<file path="config.mk">
export PLATFORM = sky130hd
export DESIGN_NAME = mux_dram
export DESIGN_NICKNAME = d
export VERILOG_FILES = /design/src/rtl/mdram_pkg.sv /design/src/rtl/mdram_seq.sv /design/src/rtl/mdram_array.sv /design/src/rtl/mdram_rowbuf.sv /design/src/rtl/mdram_refresh.sv /design/src/rtl/mux_dram.sv
export SDC_FILE = /design/constraint.sdc
export NUM_CORES = 1
export LEC_CHECK = 0
export ABC_AREA = 0
export BUFFER_PORTS_ARGS = -buffer_cell sky130_fd_sc_hd__buf_4
export CAP_MARGIN = 20
export CORE_ASPECT_RATIO = 0.7
export CORE_MARGIN = 3
export CORE_UTILIZATION = 38
export CTS_CLUSTER_DIAMETER = 80
export DETAILED_ROUTE_END_ITERATION = 16
export PLACE_DENSITY = 0.5
export SKIP_CTS_REPAIR_TIMING = 1
export SYNTH_ARGS = -nofsm -noshare
export SYNTH_HDL_FRONTEND = slang
export SYNTH_HIERARCHICAL = 1
export SYNTH_SLANG_ARGS = --single-unit
</file>
<file path="constraint.sdc">
create_clock -name clk -period 3.3 [get_ports clk]
set_input_delay 0.495 -clock clk [delete_from_list [all_inputs] [get_ports clk]]
set_output_delay 0.495 -clock clk [all_outputs]
set_load 0.05 [all_outputs]
</file>
<file path="src/rtl/mdram_pkg.sv">
package mdram_pkg;
  typedef enum logic [2:0] {
    OP_IDLE,
    OP_OPEN,
    OP_SELECT,
    OP_WRITE,
    OP_CLOSE,
    OP_REFRESH,
    OP_FAULT
  } op_e;
endpackage

</file>
<file path="src/rtl/mdram_seq.sv">
module mdram_seq
  import mdram_pkg::*;
#(
  parameter int RW = 2,
  parameter int CW = 2
) (
  input  logic          clk,
  input  logic          rst_n,
  input  logic          row_stb,
  input  logic          col_stb,
  input  logic          wr_en,
  input  logic          close_row,
  input  logic          refresh_go,
  input  logic [RW-1:0] row_addr,
  input  logic [CW-1:0] col_addr,
  output op_e           op,
  output logic          open_q,
  output logic [RW-1:0] open_row_q,
  output logic          sel_valid_q,
  output logic [CW-1:0] sel_col_q,
  output logic          fault_q
);

  logic open_d, sel_valid_d, fault_d;
  logic row_en, col_en;

  // command decode: priority depends on whether a row is open
  always_comb begin
    op = OP_IDLE;
    if (open_q) begin
      if (close_row)                op = OP_CLOSE;
      else if (col_stb)             op = OP_SELECT;
      else if (wr_en && sel_valid_q) op = OP_WRITE;
      else if (row_stb)             op = OP_FAULT;
    end else begin
      if (refresh_go)               op = OP_REFRESH;
      else if (row_stb)             op = OP_OPEN;
      else if (col_stb)             op = OP_FAULT;
    end
  end

  always_comb begin
    open_d      = open_q;
    sel_valid_d = sel_valid_q;
    fault_d     = 1'b0;
    row_en      = 1'b0;
    col_en      = 1'b0;
    unique case (op)
      OP_OPEN: begin
        open_d      = 1'b1;
        sel_valid_d = 1'b0;
        row_en      = 1'b1;
      end
      OP_SELECT: begin
        sel_valid_d = 1'b1;
        col_en      = 1'b1;
      end
      OP_CLOSE: begin
        open_d      = 1'b0;
        sel_valid_d = 1'b0;
      end
      OP_FAULT: fault_d = 1'b1;
      default: ;
    endcase
  end

  always_ff @(posedge clk or negedge rst_n) begin
    if (!rst_n) begin
      open_q      <= 1'b0;
      sel_valid_q <= 1'b0;
      fault_q     <= 1'b0;
    end else begin
      open_q      <= open_d;
      sel_valid_q <= sel_valid_d;
      fault_q     <= fault_d;
    end
  end

  always_ff @(posedge clk) begin
    if (row_en) open_row_q <= row_addr;
    if (col_en) sel_col_q  <= col_addr;
  end

  a_r2_valid_needs_open: assert property (@(posedge clk) disable iff (!rst_n)
    sel_valid_q |-> open_q);

  a_r3_col_held: assert property (@(posedge clk) disable iff (!rst_n)
    (sel_valid_q && !col_stb && !close_row) |=> $stable(sel_col_q));

  a_r1_row_held: assert property (@(posedge clk) disable iff (!rst_n)
    (open_q && !close_row) |=> (open_q && $stable(open_row_q)));

  a_r6_closed_col_ignored: assert property (@(posedge clk) disable iff (!rst_n)
    (col_stb && !open_q) |=> (!sel_valid_q && fault_q));

endmodule

</file>
<file path="src/rtl/mdram_array.sv">
module mdram_array #(
  parameter int ROWS = 4,
  parameter int COLS = 4,
  parameter int WORD = 8,
  parameter int RW   = 2
) (
  input  logic                 clk,
  input  logic [RW-1:0]        rd_row,
  output logic [COLS*WORD-1:0] rd_line,
  input  logic                 we,
  input  logic [RW-1:0]        wr_row,
  input  logic [COLS*WORD-1:0] wr_line
);

  logic [ROWS-1:0][COLS*WORD-1:0] cells_q;

  assign rd_line = cells_q[rd_row];

  for (genvar r = 0; r < ROWS; r++) begin : g_row
    logic row_we;
    assign row_we = we && (wr_row == RW'(r));
    always_ff @(posedge clk) begin
      if (row_we) cells_q[r] <= wr_line;
    end
  end

endmodule

</file>
<file path="src/rtl/mdram_rowbuf.sv">
module mdram_rowbuf #(
  parameter int COLS = 4,
  parameter int WORD = 8,
  parameter int CW   = 2
) (
  input  logic                 clk,
  input  logic                 rst_n,
  input  logic                 load,
  input  logic [COLS*WORD-1:0] load_line,
  input  logic                 wr,
  input  logic [CW-1:0]        wr_col,
  input  logic [WORD-1:0]      wr_word,
  input  logic                 rd_en,
  input  logic [CW-1:0]        rd_col,
  output logic [WORD-1:0]      rd_word,
  output logic [COLS*WORD-1:0] line_out
);

  logic [COLS-1:0][WORD-1:0] words_q, words_d;
  logic                      buf_en;

  assign buf_en = load | wr;

  always_comb begin
    words_d = words_q;
    if (load) words_d = load_line;
    else if (wr) words_d[wr_col] = wr_word;
  end

  always_ff @(posedge clk) begin
    if (buf_en) words_q <= words_d;
  end

  assign line_out = words_q;
  assign rd_word  = rd_en ? words_q[rd_col] : '0;

  a_r4_write_lands: assert property (@(posedge clk) disable iff (!rst_n)
    (wr && !load) |=> (words_q[$past(wr_col)] == $past(wr_word)));

endmodule

</file>
<file path="src/rtl/mdram_refresh.sv">
module mdram_refresh #(
  parameter int ROWS  = 4,
  parameter int LIMIT = 1000,
  parameter int RW    = 2
) (
  input  logic          clk,
  input  logic          rst_n,
  input  logic          accept,
  output logic          req,
  output logic [RW-1:0] ptr_q
);

  localparam int CNTW = $clog2(LIMIT + 1);

  logic [CNTW-1:0] cnt_q, cnt_d;
  logic [RW-1:0]   ptr_d;

  assign req = (cnt_q == CNTW'(LIMIT));

  always_comb begin
    cnt_d = cnt_q;
    ptr_d = ptr_q;
    if (accept) begin
      cnt_d = '0;
      ptr_d = (ptr_q == RW'(ROWS - 1)) ? '0 : ptr_q + 1'b1;
    end else if (!req) begin
      cnt_d = cnt_q + 1'b1;
    end
  end

  always_ff @(posedge clk or negedge rst_n) begin
    if (!rst_n) begin
      cnt_q <= '0;
      ptr_q <= '0;
    end else begin
      cnt_q <= cnt_d;
      ptr_q <= ptr_d;
    end
  end

  a_r7_req_hold: assert property (@(posedge clk) disable iff (!rst_n)
    (req && !accept) |=> req);

  a_r8_clears: assert property (@(posedge clk) disable iff (!rst_n)
    accept |=> !req);

  a_r8_round_robin: assert property (@(posedge clk) disable iff (!rst_n)
    accept |=> (ptr_q == (($past(ptr_q) == RW'(ROWS - 1)) ? '0 : $past(ptr_q) + 1'b1)));

endmodule

</file>
<file path="src/rtl/mux_dram.sv">
module mux_dram
  import mdram_pkg::*;
#(
  parameter int ROWS           = 4,
  parameter int COLS           = 4,
  parameter int WORD           = 8,
  parameter int REFRESH_CYCLES = 1000,
  localparam int RW = $clog2(ROWS),
  localparam int CW = $clog2(COLS),
  localparam int AW = (RW > CW) ? RW : CW
) (
  input  logic            clk,
  input  logic            rst_n,
  input  logic [AW-1:0]   addr,
  input  logic            row_stb,
  input  logic            col_stb,
  input  logic            wr_en,
  input  logic [WORD-1:0] wr_data,
  input  logic            close_row,
  input  logic            refresh_go,
  output logic [WORD-1:0] rd_data,
  output logic            rd_valid,
  output logic            row_open,
  output logic            proto_err,
  output logic            refresh_req
);

  logic [1:0] rst_pipe_q;
  logic       rst_int_n;

  always_ff @(posedge clk or negedge rst_n) begin
    if (!rst_n) rst_pipe_q <= 2'b00;
    else        rst_pipe_q <= {rst_pipe_q[0], 1'b1};
  end
  assign rst_int_n = rst_pipe_q[1];

  op_e                 op;
  logic                open_q, sel_valid_q, fault_q;
  logic [RW-1:0]       open_row_q, ref_ptr;
  logic [CW-1:0]       sel_col_q;
  logic [COLS*WORD-1:0] arr_line, buf_line, arr_wr_line;
  logic [RW-1:0]       arr_rd_row, arr_wr_row;
  logic                arr_we, buf_load, buf_wr, ref_accept;

  mdram_seq #(.RW(RW), .CW(CW)) u_seq (
    .clk        (clk),
    .rst_n      (rst_int_n),
    .row_stb    (row_stb),
    .col_stb    (col_stb),
    .wr_en      (wr_en),
    .close_row  (close_row),
    .refresh_go (refresh_go),
    .row_addr   (addr[RW-1:0]),
    .col_addr   (addr[CW-1:0]),
    .op         (op),
    .open_q     (open_q),
    .open_row_q (open_row_q),
    .sel_valid_q(sel_valid_q),
    .sel_col_q  (sel_col_q),
    .fault_q    (fault_q)
  );

  assign ref_accept  = (op == OP_REFRESH);
  assign arr_rd_row  = ref_accept ? ref_ptr : addr[RW-1:0];
  assign arr_we      = (op == OP_CLOSE) || ref_accept;
  assign arr_wr_row  = (op == OP_CLOSE) ? open_row_q : ref_ptr;
  assign arr_wr_line = (op == OP_CLOSE) ? buf_line : arr_line;
  assign buf_load    = (op == OP_OPEN) || ref_accept;
  assign buf_wr      = (op == OP_WRITE);

  mdram_array #(.ROWS(ROWS), .COLS(COLS), .WORD(WORD), .RW(RW)) u_array (
    .clk    (clk),
    .rd_row (arr_rd_row),
    .rd_line(arr_line),
    .we     (arr_we),
    .wr_row (arr_wr_row),
    .wr_line(arr_wr_line)
  );

  mdram_rowbuf #(.COLS(COLS), .WORD(WORD), .CW(CW)) u_rowbuf (
    .clk      (clk),
    .rst_n    (rst_int_n),
    .load     (buf_load),
    .load_line(arr_line),
    .wr       (buf_wr),
    .wr_col   (sel_col_q),
    .wr_word  (wr_data),
    .rd_en    (sel_valid_q),
    .rd_col   (sel_col_q),
    .rd_word  (rd_data),
    .line_out (buf_line)
  );

  mdram_refresh #(.ROWS(ROWS), .LIMIT(REFRESH_CYCLES), .RW(RW)) u_refresh (
    .clk   (clk),
    .rst_n (rst_int_n),
    .accept(ref_accept),
    .req   (refresh_req),
    .ptr_q (ref_ptr)
  );

  assign rd_valid  = sel_valid_q;
  assign row_open  = open_q;
  assign proto_err = fault_q;

  a_r5_closed_quiet: assert property (@(posedge clk) disable iff (!rst_int_n)
    !row_open |-> (!rd_valid && rd_data == '0));

  a_r10_closed_write_ignored: assert property (@(posedge clk) disable iff (!rst_int_n)
    (!row_open && wr_en && !row_stb && !refresh_go) |=> !row_open);

endmodule

</file>
# Word level (Yosys, flattened, before mapping)
# Index checks and enable logic that the tools add are counted.
# Widths: inputs -> output; s select.
dict set report word_totals {
  output_inout_bits 12
  register_bits 181
  in_bits 17
}
dict set report op_classes {
  mux 29
  bitwise 1
  n_eq_ne 12
  magnitude_cmp 3
  add_sub_neg 2
  reduce_logical 14
}
# cell count
set op_table {}
lappend op_table {{$mux 32} 4}
lappend op_table {{$bmux 32 s2} 1}
lappend op_table {{$bwmux 32} 1}
lappend op_table {{$mux 3} 8}
lappend op_table {{$mux 8} 3}
lappend op_table {{$mux 10} 2}
lappend op_table {{$bmux 8 s2} 1}
lappend op_table {{$demux 8 s2} 1}
lappend op_table {{$add 10x1->10 const B} 1}
lappend op_table {{$eq 10x10->1 const B} 1}
lappend op_table {{$eq 3x3->1 const B} 3}
lappend op_table {{$eq 2x2->1 const B} 3}
lappend op_table {{$eq 3x2->1 const B} 2}
lappend op_table {{$logic_and 1x1->1} 6}
lappend op_table {{$lt 2x3->1 const B} 2}
lappend op_table {{$mux 2} 3}
lappend op_table {{$reduce_bool 2->1} 3}
lappend op_table {{$pmux 1 s2} 2}
lappend op_table {{$eq 3x1->1 const B} 1}
lappend op_table {{$mux 1} 3}
lappend op_table {{$add 2x1->2 const B} 1}
lappend op_table {{$eq 2x1->1 const B} 1}
lappend op_table {{$ge 2x1->1 const B} 1}
lappend op_table {{$logic_not 2->1} 1}
lappend op_table {{5 further kinds} 6}

# Logic depth before layout (Yosys ltp)
dict set report logic_depth {
  depth_word 10
  mapped_depth 10
  depth_no_buf 8
}

# Cells and area by module
# The synthesis kept the hierarchy.
# module instances seq_area_each_um2 cells_per_inst area_per_inst_um2
set modules_own_cells {}
lappend modules_own_cells {mdram_array 1 3843.7 171 4689.5}
lappend modules_own_cells {mdram_rowbuf 1 960.9 147 1659.1}
lappend modules_own_cells {mdram_refresh 1 300.3 59 611.8}
lappend modules_own_cells {mux_dram 1 50.0 49 543.0}
lappend modules_own_cells {mdram_seq 1 195.2 29 327.8}

# Worst setup path after synthesis
# Ideal clock, no wire load.
dict set report synth_timing {
  kind {register -> register}
  from {register u_seq.open_q}
  to {register u_array/cells_q[0] in the netlist's numbering, enable pin}
  stages_incl_launch_ff 7
  path_buffers 0
  synth_period_minus_slack_ns 4.840
  required_ns 2.832
  setup_time_ns 0.468
  path_slack_ns -1.540
  t_arrival_ns 4.372
  path_cell_list {dfrtp_1 and2b_4 nand3_2 nor2b_1 nor3b_4 mux2_2 nor3b_1}
}
dict set report synth_via {
  elab_chain_cells 5
  elab_cells_between_ends 7
}
# item line_no
set synth_rtl {}
lappend synth_rtl {{from (decl)} mdram_seq.sv:17} ;# output logic open_q,
lappend synth_rtl {{from (signal assigned)} mdram_seq.sv:73} ;# open_q <= open_d;
lappend synth_rtl {{$mux 3} mdram_seq.sv:30} ;# if (open_q) begin
lappend synth_rtl {{net op[2]} mux_dram.sv:37} ;# op_e op;
lappend synth_rtl {{$eq 3x3->1} mux_dram.sv:66} ;# assign arr_wr_row = (op == OP_CLOSE) ? open_row_q : ref_ptr;
lappend synth_rtl {{$mux 2} mux_dram.sv:66}
lappend synth_rtl {{net arr_wr_row[0]} mux_dram.sv:42} ;# logic [RW-1:0] arr_rd_row, arr_wr_row;
lappend synth_rtl {{$logic_not 2->1} mdram_array.sv:21} ;# assign row_we = we && (wr_row == RW'(r));
lappend synth_rtl {{$logic_and 1x1->1} mdram_array.sv:21}
lappend synth_rtl {{net u_array.g_row[0].row_we} mdram_array.sv:20} ;# logic row_we;
lappend synth_rtl {{to (signal, indexed assignment)} mdram_array.sv:23} ;# if (row_we) cells_q[r] <= wr_line;
lappend synth_rtl {{to (decl)} mdram_array.sv:15} ;# logic [ROWS-1:0][COLS*WORD-1:0] cells_q;
# The timed path passes the listed nets, and every way through them passes these cells.
# A chain may end at the register's enable or synchronous reset.

# Worst setup path after layout
dict set report layout_timing {
  from {register u_seq.open_q}
  to {register u_array/cells_q[126] in the netlist's numbering (data pin)}
}
dict set report layout_via {
  elab_chain_cells 6
  elab_cells_between_ends 7
}
# item line_no
set layout_rtl {}
lappend layout_rtl {{$mux 3} mdram_seq.sv:30}
lappend layout_rtl {{net op[2]} mux_dram.sv:37}
lappend layout_rtl {{$eq 3x3->1} mux_dram.sv:63} ;# assign ref_accept = (op == OP_REFRESH);
lappend layout_rtl {{$mux 2} mux_dram.sv:64} ;# assign arr_rd_row = ref_accept ? ref_ptr : addr[RW-1:0];
lappend layout_rtl {{net arr_rd_row[0]} mux_dram.sv:42}
lappend layout_rtl {{$bmux 32 s2} mdram_array.sv:17} ;# assign rd_line = cells_q[rd_row];
lappend layout_rtl {{$mux 32 (implied by the code)} mdram_array.sv:17}
lappend layout_rtl {{net arr_line[30]} mux_dram.sv:41} ;# logic [COLS*WORD-1:0] arr_line, buf_line, arr_wr_line;
lappend layout_rtl {{$mux 32} mux_dram.sv:67} ;# assign arr_wr_line = (op == OP_CLOSE) ? buf_line : arr_line;
lappend layout_rtl {{net arr_wr_line[30]} mux_dram.sv:41}
# The timed path passes the listed nets, and every way through them passes these cells. The select of a mux whose other input is x is not followed.

==> results.tsv <==
metric	value	unit
Worst EP arrival	3.17	ns
Core ar.	20000	sq um
Synth top area share	0.629	
Worst-path clk slew	0.07	ns
total die area	22400	sq um
period utilization	0.913	
Die W	178	microns
routed len/inst	21.8	microns
min cycle time layout	3.01	ns
fin util	0.453	
GRT Util Overall	0.162	
EDFF count, synth	164	
largest area contributor in the netlist	edfxtp_1	
initial antenna violation count	0	
status	completed	
startpoint types	register	
total power	7.34	mW
Antenna Cells	0	
Required @ worst endpoint	3.46	ns
Most used DFF post-synth	edfxtp_1	
Final Hold Violating Endpoints	0	
crit path kind	reg2reg	
Netlist Area Pre-Place	7830	sq um
critical register-to-register path startpoint	u_seq/open_q$_DFFE_PN0P_	
Final Setup Violations	0	
Post-Syn Nets	475	
Yosys reg bits	181	
vias in the first global route	4438	
CTS Buf Count	17	
pwr/cell area	810	nW/um^2
net count reported at finish	528	
share of layout cells above drive strength 1	0.304	
yosys warns	6	
clk buf depth	2	
via count	4140	
DRC viols	0	
Die Height	126	microns
leakage power	3.14	nW
FF-to-FF setup slack	0.29	ns
largest net degree at the start of global routing	33	
hpwl dp	10600	microns
worst reg2reg path depth	8	
Slew @ Worst Pin	0.628	ns
syn avg cell area	17.2	sq um
async set-reset flop share out of synthesis	0.0939	
Root Buffer	clkbuf_16	
CP endpoint kind	register	
fmax	332	MHz
Top Ports	29	
first-pass GRT wire length	26700	microns
Final Max Tran Viols	0	
setup TNS	0	ns
row cnt	43	
final WL	17200	microns
Layout area overhead	15.8	%
Initial Utilization	0.391	
crit-path max FO	32	
grt ovf	0	
drt pass-1 iters	5	
via/cell ratio	5.24	
Area contributors post-synth	edfxtp_1 63%, mux4_2 8.6%, dfrtp_1 5.4%	
Iteration-0 DRC Markers	277	
RSZ-0062 raised after global routing	false	
clock skew	0.0106	ns
RePlAce Congestion	0.710	
Syn Inst Count	455	
Hold Crit Class	reg2async	
sequential element share of the synthesized area	0.683	
Worst slew margin	0.581	
Yosys cell types	49	
CTS HTree Levels	4	
IR drop worst, VDD	0.318	mV
worst skew pair latency	0.42	ns
Crit Reg-Reg Endpoint	u_array/cells_q[126]$_DFFE_PP_	
clock sink count	181	
TritonCTS clock tree	built	
ANT nets after route	0	
Max Cap Violations	0	
PortBufs	28	
-- worst max-delay path, stage by stage, from the launching register on --
cell      delay (ns)
dfrtp_1         0.46
and2b_4         0.22
nand3_2         0.09
nor2b_1         0.26
nand3b_1        0.18
mux2_2          0.30
buf_12          0.28
mux4_1          0.62
mux2_2          0.31
-- area by class of cell --
| cell class | count | area [sq um] |
|---|---|---|
| clock buffer | 17 | 425 |
| clock inverter | 14 | 185 |
| fill | 1796 | 10900 |
| inverter | 6 | 22.5 |
| multi-input combinational | 249 | 2270 |
| sequential | 181 | 5350 |
| tap | 270 | 338 |
| timing repair buffer | 53 | 475 |
-- cells in the mapped netlist (2+ instances only) --
cell type	instances
nand2b_1	13
o22ai_1	9
mux2i_1	17
o21bai_1	4
buf_4	2
buf_6	8
buf_12	4
ha_1	3
inv_1	6
o21ai_1	4
nand2_1	39
a21oi_1	5
nor2b_1	5
nand3_1	5
edfxtp_1	164
buf_2	3
or3_1	4
o21ai_0	35
mux4_1	2
xnor2_1	2
nand3b_1	2
and3b_1	2
mux2_2	36
dfrtp_1	17
mux2_1	3
mux4_2	30
nor2_1	9
-- how the worst max path moves through the flow --
stage	cells after the start	startpoint	endpoint	slack, ns
6_report	8	u_seq/open_q$_DFFE_PN0P_	u_array/cells_q[126]$_DFFE_PP_	0.29
5_1_grt	8	u_seq/open_q$_DFFE_PN0P_	u_array/cells_q[62]$_DFFE_PP_	0.07
4_1_cts	8	u_seq/open_q$_DFFE_PN0P_	u_array/cells_q[126]$_DFFE_PP_	0.25
3_5_place_dp	9	close_row	u_array/cells_q[31]$_DFFE_PP_	0.15
3_3_place_gp	9	close_row	u_array/cells_q[14]$_DFFE_PP_	0.19
2_1_floorplan	6	u_seq/open_q$_DFFE_PN0P_	u_array/cells_q[0]$_DFFE_PP_	0.002
-- cell families after synthesis --
group	count (synthesis)	share of synthesized area
compound gates	60	0.0422
xor+xnor	3	0.00336
fa+ha+maj	3	0.00479
buf+inv	25	0.0294
flops	181	0.683
mux	88	0.171
other cells	1	0.000479
simple gates	94	0.0658
-- per-stage QoR --
| step | setup WS [ns] | std cells | hold slack [ns] | area [sq um] |
|---|---|---|---|---|
| after floorplan | 0.00178 | 455 | 0.187 | 7840 |
| after global placement | 0.194 | 758 | 0.277 | 8450 |
| after detailed placement | 0.147 | 758 | 0.278 | 8450 |
| after CTS | 0.249 | 789 | -0.174 | 9060 |
| after global routing | 0.0722 | 790 | 0.252 | 9070 |
| final | 0.288 | 790 | 0.257 | 9070 |
-- sequential cells by signal (all words and copies together) (netlist names) --
signal             cells
rst_pipe_q             2
u_seq/open_q           1
u_rowbuf/line_out     32
u_refresh/cnt_q       10
u_array/cells_q      128
u_refresh/ptr_q        2
u_seq/fault_q          1
u_seq/sel_valid_q      1
u_seq/open_row_q       2
u_seq/sel_col_q        2
-- report_power, final --
part	leakage [nW]	switching [mW]	internal, mW	total (mW)
Clock	0.290	0.893	1.21	2.10
Combinational	1.10	0.975	0.755	1.73
Sequential	1.76	0.179	3.33	3.51
Total	3.14	2.05	5.29	7.34
-- cell usage in the layout, fill, tap and decap left out, types with 2 or more instances in the layout --
| cell | synthesis | final |
|---|---|---|
| ha_1 | 3 | 3 |
| inv_1 | 6 | 6 |
| mux4_2 | 30 | 30 |
| nand3b_1 | 2 | 2 |
| nor2b_1 | 5 | 4 |
| or3_1 | 4 | 4 |
| and3b_1 | 2 | 2 |
| edfxtp_1 | 164 | 164 |
| mux2i_1 | 17 | 17 |
| clkinvlp_4 | 0 | 3 |
| mux2_1 | 3 | 3 |
| nand2b_1 | 13 | 13 |
| nor2_1 | 9 | 9 |
| nand3_1 | 5 | 5 |
| inv_6 | 0 | 7 |
| dfrtp_1 | 17 | 17 |
| buf_12 | 4 | 6 |
| o21ai_0 | 35 | 35 |
| bufinv_16 | 0 | 3 |
| a21oi_1 | 5 | 5 |
| xnor2_1 | 2 | 2 |
| o21bai_1 | 4 | 4 |
| mux2_2 | 36 | 36 |
| o21ai_1 | 4 | 4 |
| o22ai_1 | 9 | 9 |
| buf_4 | 2 | 46 |
| nand2_1 | 39 | 39 |
| mux4_1 | 2 | 2 |
| nor3b_4 | 1 | 2 |
| clkbuf_16 | 0 | 17 |
-- routing by layer --
layer,vias up,wire length [microns],global-route usage
li1,1889,-,-
met1,2158,8270,0.241
met2,82,7980,0.243
met3,11,759,0.0338
met4,0,173,0.0434
met5,-,0,0
Power figures use the tool's default switching activity.
